[src/rtl/dual_rate_pkg.sv]
package dual_rate_pkg;
  localparam int BTN_W = 4;
  localparam logic [BTN_W-1:0] VEC_CLEAR = 4'b1000;
  localparam logic [BTN_W-1:0] VEC_SWAP  = 4'b0100;

  // Strobes from control to datapath
  typedef struct packed {
    logic clearAll;  // force output low, zero the count
    logic restart;   // zero the count, keep the output level
    logic fast;      // current rate selection
  } rate_cmd_t;
endpackage

[src/rtl/button_conditioner.sv]
module button_conditioner #(
  parameter int W   = 4,
  parameter int DEB = 1000000
) (
  input  logic         clk,
  input  logic         rst_n,
  input  logic [W-1:0] rawIn,
  output logic [W-1:0] cleanOut
);
  localparam int DW = (DEB > 1) ? $clog2(DEB) : 1;
  localparam logic [DW-1:0] DEB_LAST = DW'(DEB - 1);

  logic [W-1:0] syncA, syncB;
  logic [W-1:0] cand;
  logic [DW-1:0] holdCnt;

  // Two-stage synchronizer on every line
  for (genvar gi = 0; gi < W; gi++) begin : g_sync
    always_ff @(posedge clk or negedge rst_n) begin
      if (!rst_n) begin
        syncA[gi] <= 1'b0;
        syncB[gi] <= 1'b0;
      end else begin
        syncA[gi] <= rawIn[gi];
        syncB[gi] <= syncA[gi];
      end
    end
  end

  // Accept a new vector once it has held for DEB cycles
  always_ff @(posedge clk or negedge rst_n) begin
    if (!rst_n) begin
      cleanOut <= '0;
      cand     <= '0;
      holdCnt  <= '0;
    end else if (syncB == cleanOut) begin
      cand    <= cleanOut;
      holdCnt <= '0;
    end else if (syncB != cand) begin
      cand    <= syncB;
      holdCnt <= '0;
    end else if (holdCnt == DEB_LAST) begin
      cleanOut <= cand;
      holdCnt  <= '0;
    end else begin
      holdCnt <= holdCnt + 1'b1;
    end
  end


  accept_after_hold_chk: assert property (@(posedge clk) disable iff (!rst_n)
    !$stable(cleanOut) |-> $past(holdCnt) == DEB_LAST);
endmodule

[src/rtl/rate_ctrl.sv]
module rate_ctrl
  import dual_rate_pkg::*;
(
  input  logic             clk,
  input  logic             rst_n,
  input  logic [BTN_W-1:0] cleanBtn,
  output rate_cmd_t        cmd
);
  logic clearHit, swapHit, clearHitD, swapHitD;
  logic clearPulse, swapPulse, fastMode;

  assign clearHit = (cleanBtn == VEC_CLEAR);
  assign swapHit  = (cleanBtn == VEC_SWAP);

  always_ff @(posedge clk or negedge rst_n) begin
    if (!rst_n) begin
      clearHitD <= 1'b0;
      swapHitD  <= 1'b0;
    end else begin
      clearHitD <= clearHit;
      swapHitD  <= swapHit;
    end
  end

  assign clearPulse = clearHit & ~clearHitD;
  assign swapPulse  = swapHit & ~swapHitD;

  always_ff @(posedge clk or negedge rst_n) begin
    if (!rst_n)          fastMode <= 1'b0;
    else if (clearPulse) fastMode <= 1'b0;
    else if (swapPulse)  fastMode <= ~fastMode;
  end

  assign cmd.clearAll = clearPulse;
  assign cmd.restart  = swapPulse & ~clearPulse;
  assign cmd.fast     = fastMode;


  swap_single_cycle_chk: assert property (@(posedge clk) disable iff (!rst_n)
    swapPulse |=> !swapPulse);

  swap_flips_mode_chk: assert property (@(posedge clk) disable iff (!rst_n)
    swapPulse |=> fastMode != $past(fastMode));

  clear_selects_slow_chk: assert property (@(posedge clk) disable iff (!rst_n)
    clearPulse |=> !fastMode);

  mode_needs_pulse_chk: assert property (@(posedge clk) disable iff (!rst_n)
    !$stable(fastMode) |-> $past(swapPulse || clearPulse));
endmodule

[src/rtl/rate_datapath.sv]
module rate_datapath
  import dual_rate_pkg::*;
#(
  parameter int SLOW_HALF = 49999999,
  parameter int FAST_HALF = 4999999
) (
  input  logic      clk,
  input  logic      rst_n,
  input  rate_cmd_t cmd,
  output logic      waveOut
);
  localparam int CW = $clog2(SLOW_HALF + 1);
  localparam logic [CW-1:0] SLOW_T = CW'(SLOW_HALF);
  localparam logic [CW-1:0] FAST_T = CW'(FAST_HALF);

  logic [CW-1:0] halfCnt;
  logic [CW-1:0] term;

  assign term = cmd.fast ? FAST_T : SLOW_T;

  always_ff @(posedge clk or negedge rst_n) begin
    if (!rst_n) begin
      halfCnt <= '0;
      waveOut <= 1'b0;
    end else if (cmd.clearAll) begin
      halfCnt <= '0;
      waveOut <= 1'b0;
    end else if (cmd.restart) begin
      halfCnt <= '0;
    end else if (halfCnt == term) begin
      halfCnt <= '0;
      waveOut <= ~waveOut;
    end else begin
      halfCnt <= halfCnt + 1'b1;
    end
  end


  count_in_range_chk: assert property (@(posedge clk) disable iff (!rst_n)
    halfCnt <= SLOW_T);

  clear_forces_low_chk: assert property (@(posedge clk) disable iff (!rst_n)
    cmd.clearAll |=> (!waveOut && halfCnt == '0));

  restart_keeps_level_chk: assert property (@(posedge clk) disable iff (!rst_n)
    cmd.restart |=> (halfCnt == '0 && $stable(waveOut)));

  edge_at_terminal_chk: assert property (@(posedge clk) disable iff (!rst_n)
    !$stable(waveOut) |-> ($past(cmd.clearAll) || $past(halfCnt) == $past(term)));
endmodule

[src/rtl/dual_rate_divider.sv]
module dual_rate_divider #(
  parameter int SLOW_HALF       = 49999999,
  parameter int FAST_HALF       = 4999999,
  parameter int DEBOUNCE_CYCLES = 1000000
) (
  input  logic       clk,
  input  logic       rst_n,
  input  logic [3:0] btnRaw,
  output logic       waveOut,
  output logic       speedFast
);
  import dual_rate_pkg::*;

  logic [BTN_W-1:0] cleanBtn;
  rate_cmd_t        cmd;

  button_conditioner #(.W(BTN_W), .DEB(DEBOUNCE_CYCLES)) u_cond (
    .clk(clk), .rst_n(rst_n), .rawIn(btnRaw), .cleanOut(cleanBtn)
  );

  rate_ctrl u_ctrl (
    .clk(clk), .rst_n(rst_n), .cleanBtn(cleanBtn), .cmd(cmd)
  );

  rate_datapath #(.SLOW_HALF(SLOW_HALF), .FAST_HALF(FAST_HALF)) u_dp (
    .clk(clk), .rst_n(rst_n), .cmd(cmd), .waveOut(waveOut)
  );

  assign speedFast = cmd.fast;
endmodule

[config.mk]
export PLATFORM = sky130hd
export DESIGN_NAME = dual_rate_divider
export DESIGN_NICKNAME = d
export VERILOG_FILES = /design/src/rtl/dual_rate_pkg.sv /design/src/rtl/button_conditioner.sv /design/src/rtl/rate_ctrl.sv /design/src/rtl/rate_datapath.sv /design/src/rtl/dual_rate_divider.sv
export SDC_FILE = /design/constraint.sdc
export NUM_CORES = 1
export LEC_CHECK = 0
export ABC_AREA = 1
export BUFFER_PORTS_ARGS = -buffer_cell sky130_fd_sc_hd__buf_2
export CAP_MARGIN = 20
export CORE_MARGIN = 5
export CORE_UTILIZATION = 46
export CTS_CLUSTER_SIZE = 30
export DETAILED_ROUTE_END_ITERATION = 10
export GPL_ROUTABILITY_DRIVEN = 0
export MAX_ROUTING_LAYER = met4
export PLACE_DENSITY = 0.61
export SKIP_LAST_GASP = 1
export SYNTH_ARGS = -nofsm -noshare
export SYNTH_HDL_FRONTEND = slang
export SYNTH_SLANG_ARGS = --single-unit
[constraint.sdc]
create_clock -name clk -period 4 [get_ports clk]
set_input_delay 0.4 -clock clk [delete_from_list [all_inputs] [get_ports clk]]
set_output_delay 0.4 -clock clk [all_outputs]
set_load 0.01 [all_outputs]
=== After elaboration in Yosys (flattened, before gate mapping) ===
Index checks and enable logic that the tools add are counted.

* Flip-flop bits (word level): 66
* Input port bits: 6
* Output and inout port bits: 2
* Logic and storage cells: 54

* Add/sub/neg operators: 2
* Equality and inequality tests: 7
* Muxes and demuxes: 14
* Bitwise operators: 10
* Reductions and logical operators: 5

{| class="wikitable"
|+ Operators by type and width
! kind !! number
|-
| $mux 26 || 4
|-
| $mux 20 || 3
|-
| $add 26x1->26 const B || 1
|-
| $eq 26x26->1 || 1
|-
| $add 20x1->20 const B || 1
|-
| $eq 20x20->1 const B || 1
|-
| $mux 4 || 2
|-
| $not 1->1 || 7
|-
| $reduce_bool 2->1 || 3
|-
| $mux 1 || 5
|-
| $eq 4x3->1 const B || 1
|-
| $eq 4x4->1 || 1
|-
| $eq 4x4->1 const B || 1
|-
| $ne 4x4->1 || 1
|-
| $and 1x1->1 || 3
|-
| $reduce_and 3->1 || 1
|-
| $ne 2x1->1 const B || 1
|-
| $reduce_and 2->1 || 1
|}

=== Logic depth before layout (Yosys ltp) ===
* Depth after elaboration: 6
* Mapped depth: 12
* Mapped depth without buffers: 11

=== Hierarchy ===
A second synthesis with hierarchy kept.

* Cells, all modules: 489
* Area total of the unflattened synthesis: 3714.8 µm²

{| class="wikitable"
|+ By module, submodules not included
! module !! times used !! cells each !! area an instance (µm²) !! seq. area each (µm²)
|-
| button_conditioner || 1 || 223 || 1805.5 || 900.9
|-
| rate_datapath || 1 || 243 || 1736.7 || 675.6
|-
| rate_ctrl || 1 || 23 || 172.7 || 75.1
|}

=== Least setup slack after synthesis ===
No wires, ideal clock.

* Kind: register to register
* From: register u_dp.halfCnt[0]
* To: register u_dp.halfCnt[13]
* Setup time: 0.122 ns
* Arrival: 1.444 ns
* Data required time: 3.878 ns
* Setup slack: 2.433 ns
* Cell stages (with the launch flop): 12
* Path buffers: 1
* Period minus slack after synthesis: 1.567 ns
* Cells stage by stage: dfrtp_1 ha_1 nand2_1 inv_1 nand3_2 inv_2 nand2_1 nor2_2 nand3_2 nand2_4 buf_12 nor2_2

* Word-level cells in the longest chain between the ends: 4
* Elaborated cells on any way between the ends: 5
* Classes of those cells: 1 x add/sub; 1 x eq/ne; 3 x mux

{| class="wikitable"
|+ RTL lines
! element !! RTL line !! source
|-
| start: declaration || rate_datapath.sv:16 || <nowiki>logic [CW-1:0] halfCnt;</nowiki>
|-
| start signal: assignment || rate_datapath.sv:34 || <nowiki>halfCnt <= halfCnt + 1'b1;</nowiki>
|-
| $add 26x1->26 or $eq 26x26->1 (tied branches) || rate_datapath.sv:34, rate_datapath.sv:30 ||
|-
| $mux 26 (*) || rate_datapath.sv:30 || <nowiki>end else if (halfCnt == term) begin</nowiki>
|-
| $mux 26 (*) || rate_datapath.sv:28 || <nowiki>end else if (cmd.restart) begin</nowiki>
|-
| $mux 26 (*) || rate_datapath.sv:25 || <nowiki>end else if (cmd.clearAll) begin</nowiki>
|}

Mark *: on every way between the ends. The rest lies on a longest branch, timed or not.
A chain may end at the register's enable or synchronous reset.

=== Final worst setup path ===
* From: register u_dp.halfCnt[0]
* To: register u_dp.halfCnt[6]

The elaborated chain is that of the path after synthesis.

==> results.toml <==
[min_path]
hold_path_end = "u_cond.syncA[2]"
hold_depth = 1
min_from = "btnRaw[2]"
hold_class = "input pin to register"

[route]
number_of_vias_per_cell = 4.99
route.detailed.drc = 0
ant_nets = 0
dr.pass1.iters = 5
routed_wl_mm = 7.14
detailroute.via_count = 2902
detail_route.iter0.violations = 168
post_drt_wl_per_cell_um = 12.3

[worst_setup_path]
worst-endpoint-arrival_ps = 2000
max_stage_delay_ps = 410
path_delay_family = "simple AND/OR/NAND/NOR gates"
worstPathBufferInverterCount = 2
worstPathMaxFanout = 18
crit-reg2reg-launch = "u_dp.halfCnt[0]"
worst_ep_required_time_ps = 4210
endpoint_kind = "register"
path_cells = "ha_1, nand2_1, inv_1, nand3_2, inv_2, nand2_1, nor2_2, nand3_2, nand2_4, nor3_1"
setup_slack_reg_to_reg_ps = 2220
worstRegToRegCells = 10
end_of_the_worst_register_to_register_path = "u_dp.halfCnt[6]"
crit_slowest_cell = "dfrtp_1"
critPathLaunchType = "register"
criticalPathCategory = "register to register"

[timing]
remaining_max_slew_budget_at_the_tightest_pin = 0.419
rsz0062_at_grt = "false"
worst_margin_slew_ps = 872
fin_skew_ps = 8.92
slew_violations = 0
maxClockFrequency_mhz = 561
finalWorstPathRequiredPeriod_ps = 1780
layout_worst_path_cycle_share = 0.446
report.final.hold_viol_count = 0
fin_setup_tns_ps = 0
setup_violations = 0

[cts]
cts_tree = "built"
htreeDepth = 3
cts.sinks = 66
clock-root-buffer = "clkbuf_8"
clk-insertion-delay-late_ps = 340
post_cts_buffers = 0
clockBufferDepth = 2
inserted_clock_buffers = 9
cts-resized-gates = 0
path_clk_slew_ps = 80
cts_hold_repair.buffers = 0

[grt]
grt_pass1_vias = 2691
antenna_found_initial = 0
grt_max_degree = 41
groute.usage.overall = 0.166
grt_first_pass_wirelength_mm = 12.5
aggregate_global_routing_overflow = 0

[run]
drv_cap = 0

[cells_and_area]
drive_gt1_frac = 0.104
final_cell_mix = "103 x nand2_1, 76 x nor2_1, 66 x dfrtp_1"
syn_to_final_growth_pct = 9.60
final_common_cell = "nand2_1"
antenna_diodes = 0
post_layout_nets = 486
fillCellCount = 709
area_of_all_placed_cells_without_fillers_mm2 = 0.00386
utilization = 0.526

[yosys]
yosysUniqueCellTypes = 32
synth_top_family_by_area = "simple AND/OR/NAND/NOR gates"
synth-compound-area-share = 0.0395
post_synth_mux_area_share = 0
postSynthAreaPerCell_um2 = 7.55
synthDominantAreaCellType = "dfrtp_1"
synth.ff_latch_count = 66
synth_area_mm2 = 0.00352
yosysWarnings = 0
synth_simple_gate_area_share = 0.357
post_synth_main_area_contributors = "dfrtp_1 47%, nand2_1 11%, nor2_1 8.1%, inv_1 6.9%, nand3_1 5.1%"
synth_adder_area_share = 0.00711
synth_cells = 466
yosys.area.top_type_share = 0.469
post_synth_xor_area_fraction = 0.0423
synth-seq-area-share = 0.469
mappedNetlistNets = 474

[floorplan]
initial_utilization = 0.480
die_width_um = 97.5
area_of_the_die_mm2 = 0.00950
core_mm2 = 0.00733
die_height_um = 97.5
std_cell_rows = 31
floorplan.io_pins = 8

[power]
worst_ir_drop_vdd_v = 0.000197
leakage_nw = 1.76
totalPowerFinal_mw = 1.32
pwr_density_cell_mw_per_mm2 = 343

[place]
detailed_place_hpwl_mm = 5.30
portBuffers = 7
postPlaceCellArea_mm2 = 0.00364

[run_status]
outcome = "finished clean"
routing by layer:
layer,vias up,track usage,part of all wire
li1,1489,-,-
met5,-,-,0
met2,70,0.233,0.44
met1,1338,0.238,0.50
met4,0,0.0660,0.010
met3,5,0.0309,0.047
synth_stat cells:
cell,count
a21o_1,1
a21oi_1,11
a31oi_1,2
and3_1,1
buf_12,1
buf_2,1
buf_4,1
clkbuf_1,4
dfrtp_1,66
ha_1,2
inv_1,65
inv_2,2
nand2_1,103
nand2_2,2
nand2_4,1
nand3_1,36
nand3_2,2
nand3b_1,1
nand4_1,6
nor2_1,76
nor2_2,16
nor2_4,2
nor3_1,31
nor3_2,1
nor3b_1,1
nor4_1,1
o211ai_1,1
o21ai_0,10
o22ai_1,1
or2_2,1
xnor2_1,5
xor2_1,12
area by class of cell:
type,instances,area [um2],share of cell area
inverter,67,251,0.0652
multi-input combinational,326,1570,0.407
sequential,66,1650,0.428
clock buffer,10,128,0.0331
timing repair buffer,8,42.5,0.0110
clock inverter,6,91.3,0.0237
tap,99,124,0.0321
how the worst max path moves through the flow:
stage,startpoint,end,depth (start not counted)
after floorplan,u_dp.halfCnt[0],u_dp.halfCnt[13],11
after global placement,u_dp.halfCnt[0],u_dp.halfCnt[2],10
after detailed placement,u_dp.halfCnt[0],u_dp.halfCnt[6],10
after CTS,u_dp.halfCnt[0],u_dp.halfCnt[6],10
after global routing,u_dp.halfCnt[0],u_dp.halfCnt[6],10
final,u_dp.halfCnt[0],u_dp.halfCnt[6],10
state kept, by name, summed over array words and instances, names as in the netlist:
| register | flops |
|---|---|
| u_cond.syncA | 4 |
| u_dp.halfCnt | 26 |
| u_cond.syncB | 4 |
| u_ctrl.swapHitD | 1 |
| u_dp.waveOut | 1 |
| u_cond.cleanOut | 4 |
| u_ctrl.fastMode | 1 |
| u_cond.cand | 4 |
| u_cond.holdCnt | 20 |
| u_ctrl.clearHitD | 1 |
worst register-to-register path: stages, from the launching register on:
cell	delay, ps
dfrtp_1	410
ha_1	180
nand2_1	70
inv_1	100
nand3_2	140
inv_2	90
nand2_1	60
nor2_2	110
nand3_2	130
nand2_4	260
nor3_1	110
metrics by stage:
| step | cells | hold WS [ps] | setup WS (ps) |
|---|---|---|---|
| after global routing | 582 | 135 | 2000 |
| after CTS | 582 | 145 | 2200 |
| after floorplan | 466 | 104 | 2430 |
| after detailed placement | 566 | 337 | 2220 |
| final | 582 | 155 | 2220 |
| after global placement | 566 | 334 | 2270 |
kinds of logic (layout without fill, tap and decap cells):
| logic type | count (synthesis) | count (layout) |
|---|---|---|
| XOR/XNOR | 17 | 17 |
| buffers and inverters | 74 | 91 |
| flip-flops | 66 | 66 |
| AND/OR/NAND/NOR | 281 | 281 |
| adder cells (fa/ha/maj) | 2 | 2 |
| AO/OA/AOI/OAI | 26 | 26 |
power by group:
group | total [mW] | internal [mW] | leakage, nW | switching [mW]
sequential | 0.678 | 0.674 | 0.880 | 0.00456
clock | 0.616 | 0.352 | 0.0987 | 0.264
combinational | 0.0267 | 0.00693 | 0.783 | 0.0197
No activity file was read; power rests on OpenSTA's default activity.
